$ cat src/rtl/cfg_window_pkg.sv
package cfg_window_pkg;
  localparam int DATA_W    = 32;
  localparam int REG_W     = 8;
  localparam int LEN_W     = 3;
  localparam int MAX_LEN   = 4;
  localparam int CFG_BYTES = 1 << REG_W;

  typedef enum logic [1:0] {
    RD_KEEP = 2'd0,
    RD_CFG  = 2'd1,
    RD_ONES = 2'd2,
    RD_TGT  = 2'd3
  } rdSrc_e;

  typedef struct packed {
    logic   loadCfg;
    logic   latchReq;
    logic   issueReq;
    logic   finish;
    logic   commit;
    rdSrc_e rdSrc;
  } ctlStrobes_t;
endpackage

$ cat src/rtl/cfg_window_dp.sv
module cfg_window_dp
  import cfg_window_pkg::*;
(
  input  logic                clk,
  input  logic                rst,
  input  ctlStrobes_t         st,
  input  logic                hostWrite,
  input  logic [1:0]          hostOffset,
  input  logic [LEN_W-1:0]    hostLen,
  input  logic [DATA_W-1:0]   hostWdata,
  input  logic [DATA_W-1:0]   rspRdata,
  output logic [DATA_W-1:0]   cfgWord,
  output logic                pendWrite,
  output logic                fnNonZero,
  output logic                hostDone,
  output logic [DATA_W-1:0]   hostRdata,
  output logic                reqValid,
  output logic                reqWrite,
  output logic [7:0]          reqBus,
  output logic [7:0]          reqDevFn,
  output logic [REG_W-1:0]    reqReg,
  output logic [LEN_W-1:0]    reqLen,
  output logic [DATA_W-1:0]   reqWdata,
  output logic                wrCommit
);
  localparam int ROOM_W = REG_W + 1;

  logic [DATA_W-1:0] cfgReg;
  logic [REG_W-1:0]  regNext;
  logic [LEN_W-1:0]  lenNorm;
  logic [ROOM_W-1:0] room;
  logic [LEN_W-1:0]  lenClamp;

  always_comb begin
    regNext  = cfgReg[REG_W-1:0] | {{(REG_W-2){1'b0}}, hostOffset};
    lenNorm  = (hostLen == '0 || hostLen > LEN_W'(MAX_LEN)) ? LEN_W'(MAX_LEN) : hostLen;
    room     = ROOM_W'(CFG_BYTES) - {1'b0, regNext};
    lenClamp = ({{(ROOM_W-LEN_W){1'b0}}, lenNorm} > room) ? room[LEN_W-1:0] : lenNorm;
  end

  always_ff @(posedge clk) begin
    if (rst) begin
      cfgReg    <= '0;
      reqValid  <= 1'b0;
      hostDone  <= 1'b0;
      wrCommit  <= 1'b0;
      hostRdata <= '0;
      reqWrite  <= 1'b0;
      reqBus    <= '0;
      reqDevFn  <= '0;
      reqReg    <= '0;
      reqLen    <= '0;
      reqWdata  <= '0;
    end else begin
      if (st.loadCfg) cfgReg <= hostWdata;
      if (st.latchReq) begin
        reqWrite <= hostWrite;
        reqBus   <= cfgReg[23:16];
        reqDevFn <= cfgReg[15:8];
        reqReg   <= regNext;
        reqLen   <= lenClamp;
        reqWdata <= hostWdata >> {hostOffset, 3'b000};
      end
      reqValid <= st.issueReq;
      hostDone <= st.finish;
      wrCommit <= st.commit;
      case (st.rdSrc)
        RD_CFG:  hostRdata <= cfgReg;
        RD_ONES: hostRdata <= '1;
        RD_TGT:  hostRdata <= rspRdata << {reqReg[1:0], 3'b000};
        default: ;
      endcase
    end
  end

  assign cfgWord   = cfgReg;
  assign pendWrite = reqWrite;
  assign fnNonZero = (reqDevFn[2:0] != 3'd0);

  // request strobe never lasts two cycles
  p_req_pulse_r10: assert property (@(posedge clk) disable iff (rst)
    reqValid |=> !reqValid);
  // issued length stays within 1..4 and inside configuration space
  p_len_bound_r6: assert property (@(posedge clk) disable iff (rst)
    reqValid |-> (reqLen != '0 && reqLen <= LEN_W'(MAX_LEN) &&
                  ({1'b0, reqReg} + {{(ROOM_W-LEN_W){1'b0}}, reqLen}) <= ROOM_W'(CFG_BYTES)));
  // a write acceptance is only signalled together with completion
  p_commit_done_r7: assert property (@(posedge clk) disable iff (rst)
    wrCommit |-> (hostDone && reqWrite));
endmodule

$ cat src/rtl/cfg_window_ctrl.sv
module cfg_window_ctrl
  import cfg_window_pkg::*;
(
  input  logic             clk,
  input  logic             rst,
  input  logic             hostValid,
  input  logic             hostSel,
  input  logic             hostWrite,
  input  logic [1:0]       hostOffset,
  input  logic [LEN_W-1:0] hostLen,
  input  logic             cfgEn,
  input  logic             pendWrite,
  input  logic             fnNonZero,
  input  logic             rspValid,
  input  logic             rspPresent,
  input  logic             rspEnabled,
  input  logic             rspHotAdded,
  input  logic             rspFn0Present,
  output logic             hostReady,
  output ctlStrobes_t      st
);
  typedef enum logic {S_IDLE, S_WAIT} state_e;
  state_e state, stateNext;
  logic   accept;

  always_comb begin
    accept    = rspPresent && rspEnabled && !(rspHotAdded && fnNonZero && !rspFn0Present);
    st        = '0;
    stateNext = state;
    case (state)
      S_IDLE: if (hostValid) begin
        if (!hostSel) begin
          st.loadCfg = hostWrite && hostOffset == 2'd0 && hostLen == LEN_W'(MAX_LEN);
          st.rdSrc   = hostWrite ? RD_KEEP : RD_CFG;
          st.finish  = 1'b1;
        end else if (!cfgEn) begin
          st.rdSrc   = hostWrite ? RD_KEEP : RD_ONES;
          st.finish  = 1'b1;
        end else begin
          st.latchReq = 1'b1;
          st.issueReq = 1'b1;
          stateNext   = S_WAIT;
        end
      end
      S_WAIT: if (rspValid) begin
        st.finish = 1'b1;
        st.commit = pendWrite && accept;
        st.rdSrc  = pendWrite ? RD_KEEP : (accept ? RD_TGT : RD_ONES);
        stateNext = S_IDLE;
      end
      default: stateNext = S_IDLE;
    endcase
  end

  always_ff @(posedge clk) begin
    if (rst) state <= S_IDLE;
    else     state <= stateNext;
  end

  assign hostReady = (state == S_IDLE);

  // a request is only launched from the idle state
  p_issue_idle_r10: assert property (@(posedge clk) disable iff (rst)
    st.issueReq |=> (state == S_WAIT));
  // nothing is launched while the selector enable is clear
  p_gate_enable_r4: assert property (@(posedge clk) disable iff (rst)
    st.issueReq |-> cfgEn);
endmodule

$ cat src/rtl/cfg_window_bridge.sv
module cfg_window_bridge
  import cfg_window_pkg::*;
(
  input  logic        clk,
  input  logic        rst,
  input  logic        hostValid,
  output logic        hostReady,
  input  logic        hostSel,
  input  logic        hostWrite,
  input  logic [1:0]  hostOffset,
  input  logic [2:0]  hostLen,
  input  logic [31:0] hostWdata,
  output logic        hostDone,
  output logic [31:0] hostRdata,
  output logic        reqValid,
  output logic        reqWrite,
  output logic [7:0]  reqBus,
  output logic [7:0]  reqDevFn,
  output logic [7:0]  reqReg,
  output logic [2:0]  reqLen,
  output logic [31:0] reqWdata,
  output logic        wrCommit,
  input  logic        rspValid,
  input  logic        rspPresent,
  input  logic        rspEnabled,
  input  logic        rspHotAdded,
  input  logic        rspFn0Present,
  input  logic [31:0] rspRdata
);
  ctlStrobes_t st;
  logic [DATA_W-1:0] cfgWord;
  logic pendWrite, fnNonZero;

  cfg_window_ctrl u_ctrl (
    .clk(clk), .rst(rst), .hostValid(hostValid), .hostSel(hostSel),
    .hostWrite(hostWrite), .hostOffset(hostOffset), .hostLen(hostLen),
    .cfgEn(cfgWord[31]), .pendWrite(pendWrite), .fnNonZero(fnNonZero),
    .rspValid(rspValid), .rspPresent(rspPresent), .rspEnabled(rspEnabled),
    .rspHotAdded(rspHotAdded), .rspFn0Present(rspFn0Present),
    .hostReady(hostReady), .st(st)
  );

  cfg_window_dp u_dp (
    .clk(clk), .rst(rst), .st(st), .hostWrite(hostWrite),
    .hostOffset(hostOffset), .hostLen(hostLen), .hostWdata(hostWdata),
    .rspRdata(rspRdata), .cfgWord(cfgWord), .pendWrite(pendWrite),
    .fnNonZero(fnNonZero), .hostDone(hostDone), .hostRdata(hostRdata),
    .reqValid(reqValid), .reqWrite(reqWrite), .reqBus(reqBus),
    .reqDevFn(reqDevFn), .reqReg(reqReg), .reqLen(reqLen),
    .reqWdata(reqWdata), .wrCommit(wrCommit)
  );

  // selector only changes after a full-width write at offset 0 of the address window
  p_cfg_hold_r2: assert property (@(posedge clk) disable iff (rst)
    !(hostValid && hostReady && !hostSel && hostWrite && hostOffset == 2'd0 && hostLen == 3'd4)
    |=> $stable(cfgWord));
  // no new access is taken while a request is in flight
  p_ready_low_r10: assert property (@(posedge clk) disable iff (rst)
    reqValid |-> !hostReady);
endmodule

$ cat config.mk
export PLATFORM = sky130hd
export DESIGN_NAME = cfg_window_bridge
export DESIGN_NICKNAME = d
export VERILOG_FILES = /design/src/rtl/cfg_window_pkg.sv /design/src/rtl/cfg_window_dp.sv /design/src/rtl/cfg_window_ctrl.sv /design/src/rtl/cfg_window_bridge.sv
export SDC_FILE = /design/constraint.sdc
export NUM_CORES = 1
export LEC_CHECK = 0
export CORE_MARGIN = 2
export CORE_UTILIZATION = 35
export CTS_CLUSTER_SIZE = 40
export DETAILED_ROUTE_END_ITERATION = 12
export GPL_TIMING_DRIVEN = 0
export SKIP_CTS_REPAIR_TIMING = 1
export SLEW_MARGIN = 20
export SYNTH_ARGS = -nofsm -noshare
export SYNTH_HDL_FRONTEND = slang
export SYNTH_SLANG_ARGS = --single-unit
$ cat constraint.sdc
create_clock -name clk -period 8.1 [get_ports clk]
set_clock_uncertainty 0.15 [all_clocks]
set_input_delay 1.62 -clock clk [delete_from_list [all_inputs] [get_ports clk]]
set_output_delay 1.62 -clock clk [all_outputs]
set_load 0.01 [all_outputs]
Word level (Yosys, flattened, before mapping)
Cells that the tools add are included.
{"block": "totals", "out_inout_bits": 96, "input_bits": 79, "word_cells": 67, "regBits": 128}
{"block": "classes", "shift": 2, "n_lt_le_gt_ge": 2, "reduce_logical": 16, "addsub": 1, "muxes": 25, "bitwise": 5, "n_eq_ne": 4}
{"operator": "case mux 32 bit (3 select lines)", "n": 1}
{"operator": "<< shifter 32 x 5 -> 32 bit", "n": 1}
{"operator": "right shift 32 x 5 -> 32 bit", "n": 1}
{"operator": "2-to-1 mux 2 bit", "n": 7}
{"operator": "greater-than comparator 3 x 9 -> 1 bit", "n": 1}
{"operator": "2-to-1 mux 1 bit", "n": 9}
{"operator": "2-to-1 mux 3 bit", "n": 3}
{"operator": "subtractor 9 x 8 -> 9 bit, first input constant", "n": 1}
{"operator": "2-to-1 mux 4 bit", "n": 2}
{"operator": "bitwise OR 8 x 2 -> 8 bit", "n": 1}
{"operator": "logical AND 1 bit", "n": 7}
{"operator": "nonzero test 3 bit", "n": 2}
{"operator": "equality test 2 bit, second input constant", "n": 2}
{"operator": "inverter 1 bit", "n": 4}
{"operator": "case mux 1 bit (2 select lines)", "n": 2}
{"operator": "case mux 2 bit (2 select lines)", "n": 1}
{"operator": "OR reduction 4 bit", "n": 1}
{"operator": "equality test 3 bit, second input constant", "n": 1}
{"operator": "greater-than comparator 3 bit, second input constant", "n": 1}
{"operator": "logical NOT 3 bit", "n": 1}
{"operator": "OR reduction 3 bit", "n": 1}
{"operator": "equality test 2 x 1 -> 1 bit, second input constant", "n": 1}
{"operator": "logical NOT 1 bit", "n": 2}
{"operator": "logical NOT 2 bit", "n": 1}
{"operator": "logical OR 1 bit", "n": 1}

Longest topological paths before layout
Gate-level depths: netlist (run 1).
{"block": "depth", "word_depth": 11, "mapped_depth": 11}

By module
Synthesis (run 1) repeated with hierarchy kept, for this count alone.
{"block": "hier_totals", "hier_cells": 640, "hier_area_um2": 5955.7}
{"module": "cfg_window_dp", "n_inst": 1, "cells_per_inst": 618, "area_per_inst_um2": 5790.6}
{"module": "cfg_window_ctrl", "n_inst": 1, "cells_per_inst": 22, "area_per_inst_um2": 165.2}

Worst setup path after synthesis (run 1)
Ideal clock, no wire load.
{"block": "synth_timing", "kind": "input to register", "startpoint": "input hostOffset[1]", "endpoint": "register u_dp.reqLen[1]", "setup_ps": 91, "stages": 11, "n_path_buf": 2, "path_slack_ps": 4265, "arrival_ps": 3594, "t_required_ps": 7859, "cell_sequence": "buf_2 > buf_2 > nor2_1 > ha_1 > xor2_1 > ha_1 > nand2_1 > o21ai_0 > nand2_1 > or3_1 > a311oi_1"}
{"block": "synth_between", "elab_chain_cells": 4}
{"element": "start: declaration", "line": "cfg_window_bridge.sv:10", "source": "input logic [1:0] hostOffset,"}
{"element": "bitwise OR 8 x 2 -> 8 bit (*)", "line": "cfg_window_dp.sv:35", "source": "regNext = cfgReg[REG_W-1:0] | {{(REG_W-2){1'b0}}, hostOffset};"}
{"element": "subtractor 9 x 8 -> 9 bit (*)", "line": "cfg_window_dp.sv:37", "source": "room = ROOM_W'(CFG_BYTES) - {1'b0, regNext};"}
{"element": "greater-than comparator 3 x 9 -> 1 bit", "line": "cfg_window_dp.sv:38", "source": "lenClamp = ({{(ROOM_W-LEN_W){1'b0}}, lenNorm} > room) ? room[LEN_W-1:0] : lenNorm;"}
{"element": "2-to-1 mux 3 bit (*)", "line": "cfg_window_dp.sv:38"}
{"element": "end signal: assignment", "line": "cfg_window_dp.sv:61", "source": "reqLen <= lenClamp;"}
{"element": "end: declaration", "line": "cfg_window_dp.sv:22", "source": "output logic [LEN_W-1:0] reqLen,"}
Mark *: on every way between the ends. The rest lies on a longest branch, timed or not.
A chain may end at the register's enable or synchronous reset.

Worst setup path after layout (run 1)
{"block": "layout_timing", "startpoint": "input hostOffset[1]", "endpoint": "register u_dp.reqLen[2]"}
The elaborated chain is that of the path after synthesis.

==> summary.txt, run 1 <==
Yosys
  – Avg Synthesized Cell Area: 7.976 um^2
  – Synth top area share: 0.4438
  – Synth Register Bits: 128
  – Synth Cell Area: 5774 um^2
  – Mapped Cells: 724
  – Synth top area cells: dfxtp_1 (44%), nand2_1 (11%), a21oi_1 (9.7%)
  – Sequential element share of the synthesized area: 0.4438
  – Cell variety after synth: 44
  – Mapped Nets: 809
  – Synth warnings: 0
  – Cell taking the most area after synthesis: dfxtp_1

Global route
  – Total GRT Usage: 0.2411
  – Vias in the first global route: 5714
  – First-pass GRT wire length: 32.73 mm
  – Largest net degree at the start of global routing: 17
  – Initial antenna violation count: 0
  – GR Overflow Total: 0

Outcome
  – Status: finished clean

Clocking
  – Clock transition at path regs: 60 ps
  – H-tree levels: 4
  – CTS tree: yes
  – CTS buffer count: 17
  – Clk_lat worst skew: 420 ps
  – Clk root buf: clkbuf_16
  – Clk sinks: 128
  – Max clock buf depth: 2

Drt
  – Number of routed nets with antenna violations: 0
  – Routed WL per cell: 18.81 um
  – DRC viols: 0
  – Via count: 6027
  – Vias per cell: 5.268
  – 1st-iter DRT viols: 463
  – Drt total wl: 21.52 mm
  – Drt first pass iters: 5

Final layout
  – Multi-input gate area: 2908 um^2
  – Diode count: 0
  – Layout net count: 1000
  – Share of cells above drive strength 1: 0.07004
  – Fillers: 1601
  – Layout area overhead: 45.40%
  – FF/Latch Area: 2562 um^2

Die
  – Die Area: 17540 um^2
  – Starting Density: 0.3609
  – Row cnt: 46
  – Chip Width: 132.4 um
  – Die Y-Extent: 132.4 um
  – Placeable Area: 16000 um^2
  – Num ports: 175

Hold path
  – Hold Crit Class: reg2reg

Critical path
  – Crit start category: input pin
  – Slowest CP cell: or4_1
  – Crit path max fanout: 10
  – Crit end category: register
  – Required @ worst endpoint: 8290 ps
  – Worst EP arrival: 4010 ps
  – Worst-path cell chain: buf_2, buf_2, nor2_1, ha_1, xor2_1, ha_1, a31oi_1, nand2_1, or4_1, a31oi_1
  – Crit path kind: in2reg
  – Worst path max stage delay: 430 ps
  – R2r setup slk: 5440 ps

STA
  – Slew margin rel.: 0.4332
  – Final period util: 0.4708
  – Max Transition Viols Final: 0
  – Fin. Hold Viols: 0
  – Min cycle time layout: 3814 ps
  – Final worst slack: 4286 ps
  – Hold Slack: 302.0 ps
  – RSZ-0062 raised after global routing: no
  – Tightest Pin Transition: 847.1 ps
  – Max Clk Rate: 262.2 MHz
  – Setup violators final: 0
  – Final setup TNS: 0 ps

Pwr
  – Power Dens Cells: 189.3 nW/um^2
  – Static leakage: 0.002881 uW
  – Peak supply drop: 142.7 uV

Placement
  – Port bufs: 172
  – Dpl ws: 3904 ps
  – Placer Congestion: 0.8737
  – Post-DP HPWL: 16.30 mm

Job
  – Max Cap Viol: 0
## path summary, 6_finish.rpt
path | start | endpoint | depth (start not counted)
worst max-delay path | hostOffset[1] | u_dp.reqLen[2] | 10
worst min-delay path | u_dp.reqDevFn[3] | u_dp.reqDevFn[3] | 2
worst max register to register | u_dp.cfgWord[0] | u_dp.reqLen[2] | 8
worst min register to register | u_dp.reqDevFn[3] | u_dp.reqDevFn[3] | 2
## per-stage QoR
| stage | total power [uW] | util | cells | area, um^2 |
|---|---|---|---|---|
| floorplan | 707.1 | - | 724 | 5774 |
| global placement | 784.6 | 0.4854 | 1112 | 7766 |
| detailed placement | 784.6 | 0.4854 | 1112 | 7766 |
| CTS | 1596 | 0.5247 | 1144 | 8396 |
| global route | 1638 | 0.5247 | 1144 | 8396 |
| finish | 1590 | 0.5247 | 1144 | 8396 |
## flip-flops by register name, indices dropped and copies added, names as in the netlist
register	count
u_ctrl.state	1
u_dp.cfgWord	32
u_dp.hostDone	1
u_dp.hostRdata	32
u_dp.pendWrite	1
u_dp.reqBus	8
u_dp.reqDevFn	8
u_dp.reqLen	3
u_dp.reqReg	8
u_dp.reqValid	1
u_dp.reqWdata	32
u_dp.wrCommit	1
## routing by layer
metal | GRT usage | vias up | wire [um]
met3 | 0.06437 | 30 | 1832
met4 | 0.07348 | 0 | 354
met5 | 0 | - | 0
met2 | 0.3558 | 279 | 9083
met1 | 0.3432 | 2795 | 10250
li1 | - | 2923 | -
## power breakdown
part | switching [uW] | internal (uW) | total [uW]
logic | 74.1 | 63.7 | 138
clock network | 294 | 521 | 816
registers | 2.40 | 634 | 636
total | 371 | 1220 | 1590
## area by class of cell
class                           instances  area share
Sequential cell                       128      0.3052
Clock inverter                         14     0.02265
Buffer                                 61     0.03353
Multi-Input combinational cell        529      0.3463
Timing Repair Buffer                  172      0.2051
Tap cell                              216     0.03219
Inverter                                6    0.002683
Clock buffer                           18     0.05231
## kinds of logic (layout without fill, tap and decap cells)
kind of cell / after synthesis / count (layout) / synth area share
buffers and inverters: 67 / 271 / 0.05265
muxes: 33 / 33 / 0.05721
xor gates and xnor gates: 1 / 1 / 0.001517
and+or+nand+nor: 273 / 273 / 0.2015
adders and majority gates: 6 / 6 / 0.01300
DFF: 128 / 128 / 0.4438
AOI/OAI and AO/OA: 216 / 216 / 0.2303
## synth_stat cells (all sizes together)
cell type,instances
nand2,164
dfxtp,128
a21oi,112
nor2,55
a211oi,34
mux2i,33
buf,31
clkbuf,30
o21ai,27
o221ai,24
nor2b,21
nor3,10
a2bb2oi,8
nand3,7
ha,6
inv,6
nand2b,3
nand4,3
a22o,2
a311oi,2
a31oi,2
or3,2
a22oi,1
and3b,1
and4,1
nand3b,1
nor3b,1
o2111a,1
o2111ai,1
o211ai,1
o21bai,1
or2,1
or3b,1
or4,1
or4b,1
xor2,1
## worst max-delay path, delay by kind of cell
family | cells | cell delay [ps]
buffers and inverters | 2 | 380
AOI/OAI and AO/OA | 2 | 410
xor gates and xnor gates | 1 | 230
adders and majority gates | 2 | 540
and+or+nand+nor | 3 | 830
## layout by cell type (no fill, tap or decap), drive strengths merged, types with 6 or more instances in the layout
cell and n:
nor2 55, a2bb2oi 8, a21oi 112, o221ai 24, a211oi 34, buf 31, nand3 7, nor2b 21
mux2i 33, o21ai 27, nor3 10, inv 6, clkbuf 48, dfxtp 128, clkdlybuf4s50 172, ha 6
nand2 164
(Power assumes the default switching activity.)
==> run 2: changes to the inputs <==
==> constraint.sdc (replaced) <==
create_clock -name clk -period 3.2 [get_ports clk]
set_clock_uncertainty 0.15 [all_clocks]
set_input_delay 0.64 -clock clk [delete_from_list [all_inputs] [get_ports clk]]
set_output_delay 0.64 -clock clk [all_outputs]
set_load 0.01 [all_outputs]
==> summary.txt, run 2 (synthesized netlist as in run 1, its figures left out) <==
STA
  – Hold Slack: 302.0 ps
  – Fin. Hold Viols: 0
  – Max Clk Rate: 354.7 MHz
  – Final period util: 0.8811
  – Slew margin rel.: 0.4365
  – Tightest Pin Transition: 842.1 ps
  – RSZ-0062 raised after global routing: no
  – Min cycle time layout: 2820 ps
  – Setup violators final: 0
  – Max Transition Viols Final: 0

Pwr
  – Static leakage: 0.002881 uW
  – Peak supply drop: 363.8 uV
  – Power, Total: 4025 uW
  – Power Dens Cells: 479.4 nW/um^2

Clocking
  – H-tree levels: 4
  – Clk root buf: clkbuf_16
  – Clk sinks: 128
  – Clk_lat worst skew: 420 ps
  – Clock transition at path regs: 60 ps
  – Max clock buf depth: 2
  – CTS tree: yes
  – CTS buffer count: 17

Critical path
  – Reg2Reg Depth: 8
  – Crit path kind: in2reg
  – R2r setup slk: 540 ps
  – Crit start category: input pin
  – RR Startpoint: u_dp.cfgWord[0]
  – Worst EP arrival: 3020 ps
  – Crit path max fanout: 10
  – Worst R2R End: u_dp.reqLen[2]
  – Required @ worst endpoint: 3400 ps
  – Crit end category: register

Hold path
  – Hold Crit Start: u_dp.reqDevFn[3]
  – Hold Crit Class: reg2reg
  – Hold Path Depth: 2
  – Hold EP: u_dp.reqDevFn[3]

Final layout
  – Diode count: 0
  – Fillers: 1601
  – Commonest non-fill, non-tap cells in the layout: clkdlybuf4s50_1 (172), nand2_1 (164), dfxtp_1 (128)
  – Design area: 8396 um^2
  – Share of cells above drive strength 1: 0.07004
  – Finished Core Util: 0.5247
  – Layout net count: 1000
  – Commonest non-fill, non-tap cell in the layout: clkdlybuf4s50_1
  – Layout area overhead: 45.40%

Global route
  – Initial antenna violation count: 0
  – Total GRT Usage: 0.2418
  – First-pass GRT wire length: 32.81 mm
  – Vias in the first global route: 5685
  – Largest net degree at the start of global routing: 17
  – GR Overflow Total: 0

Drt
  – Vias per cell: 5.318
  – 1st-iter DRT viols: 456
  – Routed WL per cell: 18.80 um
  – Number of routed nets with antenna violations: 0
  – Via count: 6084
  – DRC viols: 0
  – Drt total wl: 21.51 mm
  – Drt first pass iters: 5

Die
  – Starting Density: 0.3609
  – Row cnt: 46
  – Die Y-Extent: 132.4 um
  – Num ports: 175
  – Die Area: 17540 um^2
  – Chip Width: 132.4 um
  – Placeable Area: 16000 um^2

Placement
  – Area after DPL: 7766 um^2
  – Post-DP HPWL: 16.30 mm
  – Port bufs: 172
  – Placer Congestion: 0.8737

Outcome
  – Status: finished clean

Job
  – Max Cap Viol: 0
==> run 2: cell counts in the layout (fill, tap and decap cells not counted) <==
No cell type changed its count.
==> run 2: per-layer routing <==
metal	vias to the layer above	wire, um	share of wire	track usage
met5	-	0	0	0
met4	0	315	0.015	0.06511
met3	25	2148	0.10	0.06552
met2	318	9093	0.42	0.3595
met1	2813	9955	0.46	0.3449
li1	2928	-	-	-
==> run 2: through the flow <==
stage	std cells	TNS (ps)	setup WS, ps
after floorplan	724	0	344.7
after global placement	1112	-18.39	-17.90
after detailed placement	1112	-25.32	-15.89
after CTS	1144	0	404.3
after global routing	1144	0	143.1
final	1144	0	380.4
==> run 2: how the worst max path moves through the flow <==
stage	cells after the start	from	end	slack [ps]
after floorplan	11	hostOffset[1]	u_dp.reqLen[1]	340
after global placement	9	hostLen[1]	u_dp.reqLen[2]	-20
after detailed placement	9	hostLen[1]	u_dp.reqLen[1]	-20
after CTS	9	hostLen[0]	u_dp.reqLen[2]	400
after global routing	11	hostOffset[1]	u_dp.reqLen[1]	140
final	11	hostOffset[1]	u_dp.reqLen[2]	380
==> run 2: area by class of cell <==
cell class,instances,area (um^2),area share
Buffer,61,281.5,0.03353
Clock inverter,14,190.2,0.02265
Inverter,6,22.52,0.002683
Clock buffer,18,439.2,0.05231
Tap cell,216,270.3,0.03219
Multi-Input combinational cell,529,2908,0.3463
Sequential cell,128,2562,0.3052
Timing Repair Buffer,172,1722,0.2051
==> run 2: power by group <==
| part | internal (uW) | switching, uW |
|---|---|---|
| Clock | 1320 | 748 |
| Combinational | 161 | 187 |
| Sequential | 1600 | 6.00 |
==> run 2: worst max-delay path, stage by stage <==
cell and delay (ps):
buf_2 190, buf_2 290, nor2_1 130, ha_1 230, xor2_1 170, ha_1 330
nand2_1 60, o21ai_0 200, nand2_1 160, or4_1 430, a31oi_1 180
